File: config.mk
export PLATFORM = sky130hd
export DESIGN_NAME = lp_mode_ctrl
export DESIGN_NICKNAME = d
export VERILOG_FILES = /design/src/rtl/lp_pkg.sv /design/src/rtl/lp_entry_decide.sv /design/src/rtl/lp_edge_det.sv /design/src/rtl/lp_wake_timer.sv /design/src/rtl/lp_mode_ctrl.sv
export SDC_FILE = /design/constraint.sdc
export NUM_CORES = 1
export LEC_CHECK = 0
export BUFFER_PORTS_ARGS = -buffer_cell sky130_fd_sc_hd__clkbuf_2
export CORE_MARGIN = 5
export CORE_UTILIZATION = 48
export CTS_CLUSTER_DIAMETER = 200
export CTS_CLUSTER_SIZE = 8
export DETAILED_ROUTE_END_ITERATION = 12
export PLACE_DENSITY = 0.77
export SLEW_MARGIN = 10
export SYNTH_ARGS = -nofsm -noshare
export SYNTH_HDL_FRONTEND = slang
export SYNTH_SLANG_ARGS = --single-unit
File: constraint.sdc
create_clock -name clk_i -period 2.3 [get_ports clk_i]
set_input_delay 0.345 -clock clk_i [delete_from_list [all_inputs] [get_ports clk_i]]
set_output_delay 0.345 -clock clk_i [all_outputs]
set_load 0.05 [all_outputs]
File: src/rtl/lp_pkg.sv
package lp_pkg;
  typedef enum logic [1:0] {MODE_RUN, MODE_SLEEP, MODE_STOP, MODE_STBY} pwr_mode_e;
  typedef enum logic [1:0] {REG_ON, REG_LP, REG_OFF} reg_mode_e;
  typedef enum logic [2:0] {S_RUN, S_DEFER, S_SLEEP, S_STOP, S_WAKE, S_STBY} lp_state_e;
  typedef enum logic [2:0] {E_SLEEP, E_STBY, E_ABORT, E_DEFER, E_STOP} entry_e;
endpackage

File: src/rtl/lp_entry_decide.sv
module lp_entry_decide
  import lp_pkg::*;
(
  input  logic   deep_i,
  input  logic   pdown_i,
  input  logic   pend_i,
  input  logic   busy_i,
  output entry_e entry_o
);
  always_comb begin
    if (!deep_i)     entry_o = E_SLEEP;
    else if (pdown_i) entry_o = E_STBY;
    else if (pend_i)  entry_o = E_ABORT;
    else if (busy_i)  entry_o = E_DEFER;
    else              entry_o = E_STOP;
  end
endmodule

File: src/rtl/lp_edge_det.sv
module lp_edge_det #(
  parameter int N = 2
) (
  input  logic         clk_i,
  input  logic         rst_ni,
  input  logic [N-1:0] sig_i,
  output logic [N-1:0] rise_o
);
  logic [N-1:0] prev_q;

  for (genvar i = 0; i < N; i++) begin : g_bit
    always_ff @(posedge clk_i or negedge rst_ni) begin
      if (!rst_ni) prev_q[i] <= 1'b0;
      else         prev_q[i] <= sig_i[i];
    end
    assign rise_o[i] = sig_i[i] & ~prev_q[i];
  end
endmodule

File: src/rtl/lp_wake_timer.sv
module lp_wake_timer #(
  parameter int W = 8
) (
  input  logic         clk_i,
  input  logic         rst_ni,
  input  logic         load_i,
  input  logic [W-1:0] val_i,
  output logic         expire_o
);
  localparam logic [W-1:0] ONE = W'(1);
  logic [W-1:0] cnt_q;

  always_ff @(posedge clk_i or negedge rst_ni) begin
    if (!rst_ni)            cnt_q <= '0;
    else if (load_i)        cnt_q <= val_i;
    else if (cnt_q != '0)   cnt_q <= cnt_q - ONE;
  end

  assign expire_o = (cnt_q == ONE);

  // idle counter never wraps
  assert_timer_no_wrap_R9: assert property (@(posedge clk_i) disable iff (!rst_ni)
    (cnt_q == '0 && !load_i) |=> (cnt_q == '0));
endmodule

File: src/rtl/lp_mode_ctrl.sv
module lp_mode_ctrl
  import lp_pkg::*;
#(
  parameter int NKCLK = 3,
  parameter int DLY_W = 8
) (
  input  logic             clk_i,
  input  logic             rst_ni,
  input  logic             wait_req_i,
  input  logic             deep_i,
  input  logic             pdown_i,
  input  logic             lpreg_i,
  input  logic             pend_any_i,
  input  logic             flash_busy_i,
  input  logic             bus_busy_i,
  input  logic [NKCLK-1:0] kclk_req_i,
  input  logic             wake_irq_i,
  input  logic             wake_pin_i,
  input  logic             alarm_i,
  input  logic             wdg_reset_i,
  input  logic             pin_reset_i,
  input  logic [DLY_W-1:0] wake_dly_i,
  output logic [1:0]       mode_o,
  output logic [1:0]       reg_mode_o,
  output logic             clk_stop_o,
  output logic             cpu_clk_off_o,
  output logic             hsi_sel_o,
  output logic             restart_o
);
  localparam int NSRC = 2;

  lp_state_e   st_q, st_d;
  logic        hsi_q, hsi_d, rsq_q, rsq_d;
  logic [NSRC-1:0] rise;
  entry_e      entry;
  logic        busy, lp_sel, lp_wake, expire, stby_exit;
  pwr_mode_e   mode;
  reg_mode_e   regm;

  assign busy   = flash_busy_i | bus_busy_i;
  assign lp_sel = lpreg_i & ~(|kclk_req_i);

  lp_edge_det #(.N(NSRC)) u_edge (
    .clk_i  (clk_i),
    .rst_ni (rst_ni),
    .sig_i  ({alarm_i, wake_pin_i}),
    .rise_o (rise)
  );

  lp_entry_decide u_dec (
    .deep_i  (deep_i),
    .pdown_i (pdown_i),
    .pend_i  (pend_any_i),
    .busy_i  (busy),
    .entry_o (entry)
  );

  assign lp_wake   = (st_q == S_STOP) & wake_irq_i & lp_sel & (wake_dly_i != '0);
  assign stby_exit = pin_reset_i | wdg_reset_i | (|rise);

  lp_wake_timer #(.W(DLY_W)) u_tmr (
    .clk_i    (clk_i),
    .rst_ni   (rst_ni),
    .load_i   (lp_wake),
    .val_i    (wake_dly_i),
    .expire_o (expire)
  );

  always_comb begin
    st_d  = st_q;
    hsi_d = 1'b0;
    rsq_d = 1'b0;
    unique case (st_q)
      S_RUN: if (wait_req_i) begin
        unique case (entry)
          E_SLEEP: st_d = S_SLEEP;
          E_STBY:  st_d = S_STBY;
          E_DEFER: st_d = S_DEFER;
          E_STOP:  st_d = S_STOP;
          default: st_d = S_RUN;
        endcase
      end
      S_DEFER: begin
        if (pend_any_i) st_d = S_RUN;
        else if (!busy) st_d = S_STOP;
      end
      S_SLEEP: if (wake_irq_i) st_d = S_RUN;
      S_STOP: if (wake_irq_i) begin
        if (lp_wake) st_d = S_WAKE;
        else begin
          st_d  = S_RUN;
          hsi_d = 1'b1;
        end
      end
      S_WAKE: if (expire) begin
        st_d  = S_RUN;
        hsi_d = 1'b1;
      end
      S_STBY: if (stby_exit) begin
        st_d  = S_RUN;
        rsq_d = 1'b1;
      end
      default: st_d = S_RUN;
    endcase
  end

  always_ff @(posedge clk_i or negedge rst_ni) begin
    if (!rst_ni) begin
      st_q  <= S_RUN;
      hsi_q <= 1'b0;
      rsq_q <= 1'b0;
    end else begin
      st_q  <= st_d;
      hsi_q <= hsi_d;
      rsq_q <= rsq_d;
    end
  end

  always_comb begin
    unique case (st_q)
      S_SLEEP:        mode = MODE_SLEEP;
      S_STOP, S_WAKE: mode = MODE_STOP;
      S_STBY:         mode = MODE_STBY;
      default:        mode = MODE_RUN;
    endcase
    if (st_q == S_STBY)                regm = REG_OFF;
    else if (st_q == S_STOP && lp_sel) regm = REG_LP;
    else                               regm = REG_ON;
  end

  assign mode_o        = mode;
  assign reg_mode_o    = regm;
  assign clk_stop_o    = (st_q == S_STOP) | (st_q == S_WAKE) | (st_q == S_STBY);
  assign cpu_clk_off_o = (st_q != S_RUN) & (st_q != S_DEFER);
  assign hsi_sel_o     = hsi_q;
  assign restart_o     = rsq_q;

  assert_sleep_entry_R2: assert property (@(posedge clk_i) disable iff (!rst_ni)
    (st_q == S_RUN && wait_req_i && !deep_i) |=> (mode_o == MODE_SLEEP));
  assert_pend_abort_R6: assert property (@(posedge clk_i) disable iff (!rst_ni)
    (st_q == S_RUN && wait_req_i && deep_i && !pdown_i && pend_any_i) |=> (mode_o == MODE_RUN));
  assert_busy_defer_R7: assert property (@(posedge clk_i) disable iff (!rst_ni)
    (st_q == S_DEFER && busy) |=> (mode_o == MODE_RUN));
  assert_hsi_single_R8: assert property (@(posedge clk_i) disable iff (!rst_ni)
    hsi_sel_o |=> !hsi_sel_o);
  assert_restart_src_R10: assert property (@(posedge clk_i) disable iff (!rst_ni)
    restart_o |-> ($past(st_q) == S_STBY && mode_o == MODE_RUN));
  assert_req_ignored_R11: assert property (@(posedge clk_i) disable iff (!rst_ni)
    (st_q == S_SLEEP && !wake_irq_i) |=> (mode_o == MODE_SLEEP));
endmodule

==> results.ini <==
[outcome]
status = complete, no violations

[sta]
hold_viol_final = 0
fin_crit_ns = 2.03
setup_violations = 0
clock_skew_ns = 0.000600
rsz0062_at_grt = no
fin_crit_sh_pct = 88.4
worstMarginPinSlew_ns = 0.415
maxSlewViolCount = 0
maxSlewHeadroom_pct = 72.1
finalSetupTns_ns = 0
max_freq_mhz = 492

[clocking]
cts_max_level = 1
clkSlewWorstSetupHoldPaths_ns = 0.09
cts_tree = done
cts_hold_buf = 1
cts_root_buf = clkbuf_4
cts_resized = 0
cts-buffers-inserted = 3
cts_sinks = 15
clockBufferDepth = 2
post_cts_buffers = 0
clkLatencyLatePin_ns = 0.29

[yosys]
synth-warning-count = 0
seq_area_frac_synth_pct = 37.9
netlist_area_sq_um = 991
synth_seq_cells = 15
synth_cell_types = 41
postSynthAreaPerCell_sq_um = 9.26
syn_inst = 107
synth_fp_nets = 135

[cells_and_area]
drive_gt1_share_pct = 33.3
fill_cells = 169
area_growth_pct = 21.7
layout.cells.non_filler = 168
fin_area_sq_um = 1210
antennaDiodeCount = 0
nets = 170

[global_route]
grt-ovfl-total = 0
grt_pass1_vias = 874
grt_antenna_before_repair = 0
grt_first_pass_wirelength_mm = 3.77
grt_max_degree = 16
grt_usage_pct = 15.2

[route]
wire_per_inst_um = 13.0
via_count = 894
drc_errors = 0
drt-met1-wl_um = 980
drt_iter0_drc = 15
drt_wl_total_mm = 2.19
drtAntennaViolNets = 0
vias_per_cell = 5.32
wl_met2_mm = 1.00
highest_layer = met4
first_pass_iters = 4
wl_met3_um = 160

[placed_design]
portBuffers = 32
place_hpwl_mm = 1.79
dp_cells = 163
gp_congestion = 0.876
post_dp_cell_area_sq_um = 1170

[critical_path]
cpMaxStageDelayCell = dfrtp_1
reg2reg_from = u_tmr.cnt_q[2]
reg2reg_to = u_tmr.cnt_q[1]
critPathLaunchType = flip-flop
worstPathCellList = inv_1 -> or2_2 -> nor2_1 -> clkbuf_2
crit_required_ns = 1.96
ff2ff_path_depth = 4
crit_type = flip-flop to primary output
cp-startpoint = st_q[0]
crit_path_max_incr_delay_ns = 0.52
end_kind = primary output
ff2ff_setup_slack_ns = 0.56
cp.arrival_ns = 1.69
critPathMaxFanout = 10

[floorplanning]
row_count = 16
core-area_sq_um = 1960
fp.dieH_um = 55.4
initial_core_util_pct = 50.5
die_area_sq_um = 3070
die_w_um = 55.4
ios = 33

[power_and_ir_drop]
power_density_nw_per_um2 = 1130
max-vdd-ir-drop_v = 0.000615
cellLeakagePower_nw = 0.615

[min_path]
hold_start = wake_pin_i
min_to = u_edge.prev_q[0]
hold_path_class = input port to flip-flop
worstHoldPathCells = 1

[flow_run]
drv_cap = 0

placed cells by master (no fill, tap or decap), types with 2 or more instances in the layout:
master     Yosys  routed
or2_2          2       2
a21oi_1        3       3
nor2b_1        3       3
a2bb2oi_1      2       2
nor2_1         9       9
nand2b_1       3       3
nand2_1       16      16
inv_1          7       7
ha_1           3       3
nor3_1         2       2
nor4_1         2       2
dfrtp_1       15      15
o31ai_1        5       5
xor2_1         2       2
o22ai_1        3       3
clkbuf_2       0      32
clkbuf_4       0       3
mux2_4         2       2
xnor2_1        3       3
cells in the mapped netlist, drive strengths merged:
cell | n | share of area, %
o31ai | 6 | 5.1
o21ai | 2 | 1.0
nand4b | 1 | 1.5
ha | 3 | 3.8
inv | 7 | 2.7
a211oi | 1 | 0.76
buf | 1 | 0.76
clkbuf | 2 | 0.76
xor2 | 2 | 1.8
a22o | 1 | 0.88
dfrtp | 15 | 38
nor3 | 2 | 1.0
o2bb2ai | 1 | 0.88
o21a | 1 | 0.76
xnor2 | 3 | 2.7
a31oi | 1 | 0.63
nand2b | 3 | 1.9
a2bb2oi | 2 | 1.8
nor2b | 3 | 1.9
o221ai | 1 | 0.88
and2 | 2 | 1.4
o22ai | 3 | 1.9
or4 | 1 | 0.76
or4b | 1 | 1.4
nand2 | 17 | 6.7
and3 | 1 | 0.63
or2 | 2 | 1.3
a22oi | 1 | 0.76
nor4 | 3 | 3.4
mux2 | 3 | 4.2
nand3 | 1 | 0.50
mux2i | 1 | 1.0
nor2 | 10 | 5.4
a21oi | 3 | 1.5
worst max-delay path: cells and delay by family, from the launching register on:
| kind | cells | cell delay (ns) |
|---|---|---|
| buffers and inverters | 2 | 0.42 |
| DFF | 1 | 0.52 |
| and+or+nand+nor | 2 | 0.46 |
layer usage:
layer,vias up,track usage [%]
met4,0,7.64
li1,449,-
met3,5,3.26
met5,-,0
met2,38,24.2
met1,402,19.3
flip-flops by register name, summed over array words and instances, names as in the netlist:
name / flops
u_edge.prev_q: 2
hsi_sel_o: 1
restart_o: 1
u_tmr.cnt_q: 8
st_q: 3
cells by family after synthesis:
logic type / synth area share (%)
simple gates: 27.8
compound gates: 16.8
flops: 37.9
buf+inv: 4.17
xor+xnor: 4.42
mux: 5.18
fa+ha+maj: 3.79
stage by stage:
stage          power [W]  utilization (%)  setup WS (ns)  hold WS, ns
2_1_floorplan    0.00105                -          0.216       0.0494
6_report         0.00136             61.5          0.268        0.172
4_1_cts          0.00137             61.5          0.255        0.169
5_1_grt          0.00146             61.5          0.178        0.163
3_3_place_gp     0.00119             59.6          0.574        0.274
3_5_place_dp     0.00121             59.6          0.569        0.275
where the power goes:
group	leakage (nW)	total (W)	internal, W	switching, W
Sequential	0.188	0.000495	0.000357	0.000139
Combinational	0.412	0.000717	0.000289	0.000428
Clock	0.0150	0.000152	0.0000675	0.0000847
final cells by class:
class	instances	area (sq um)	share of cell area [%]
tap	27	33.8	2.80
inverter	7	26.3	2.18
sequential	15	375	31.1
multi-input combinational	82	574	47.6
timing repair buffer	33	170	14.1
clock buffer	4	26.3	2.18
how the worst max path moves through the flow:
stage | to | slack (ns) | cells after the start
final | reg_mode_o[0] | 0.27 | 4
after floorplan | mode_o[0] | 0.22 | 3
after global routing | reg_mode_o[0] | 0.18 | 4
after global placement | reg_mode_o[0] | 0.57 | 4
after CTS | reg_mode_o[0] | 0.26 | 4
after detailed placement | reg_mode_o[0] | 0.57 | 4
Note: power is estimated with default switching activity, not from simulation.
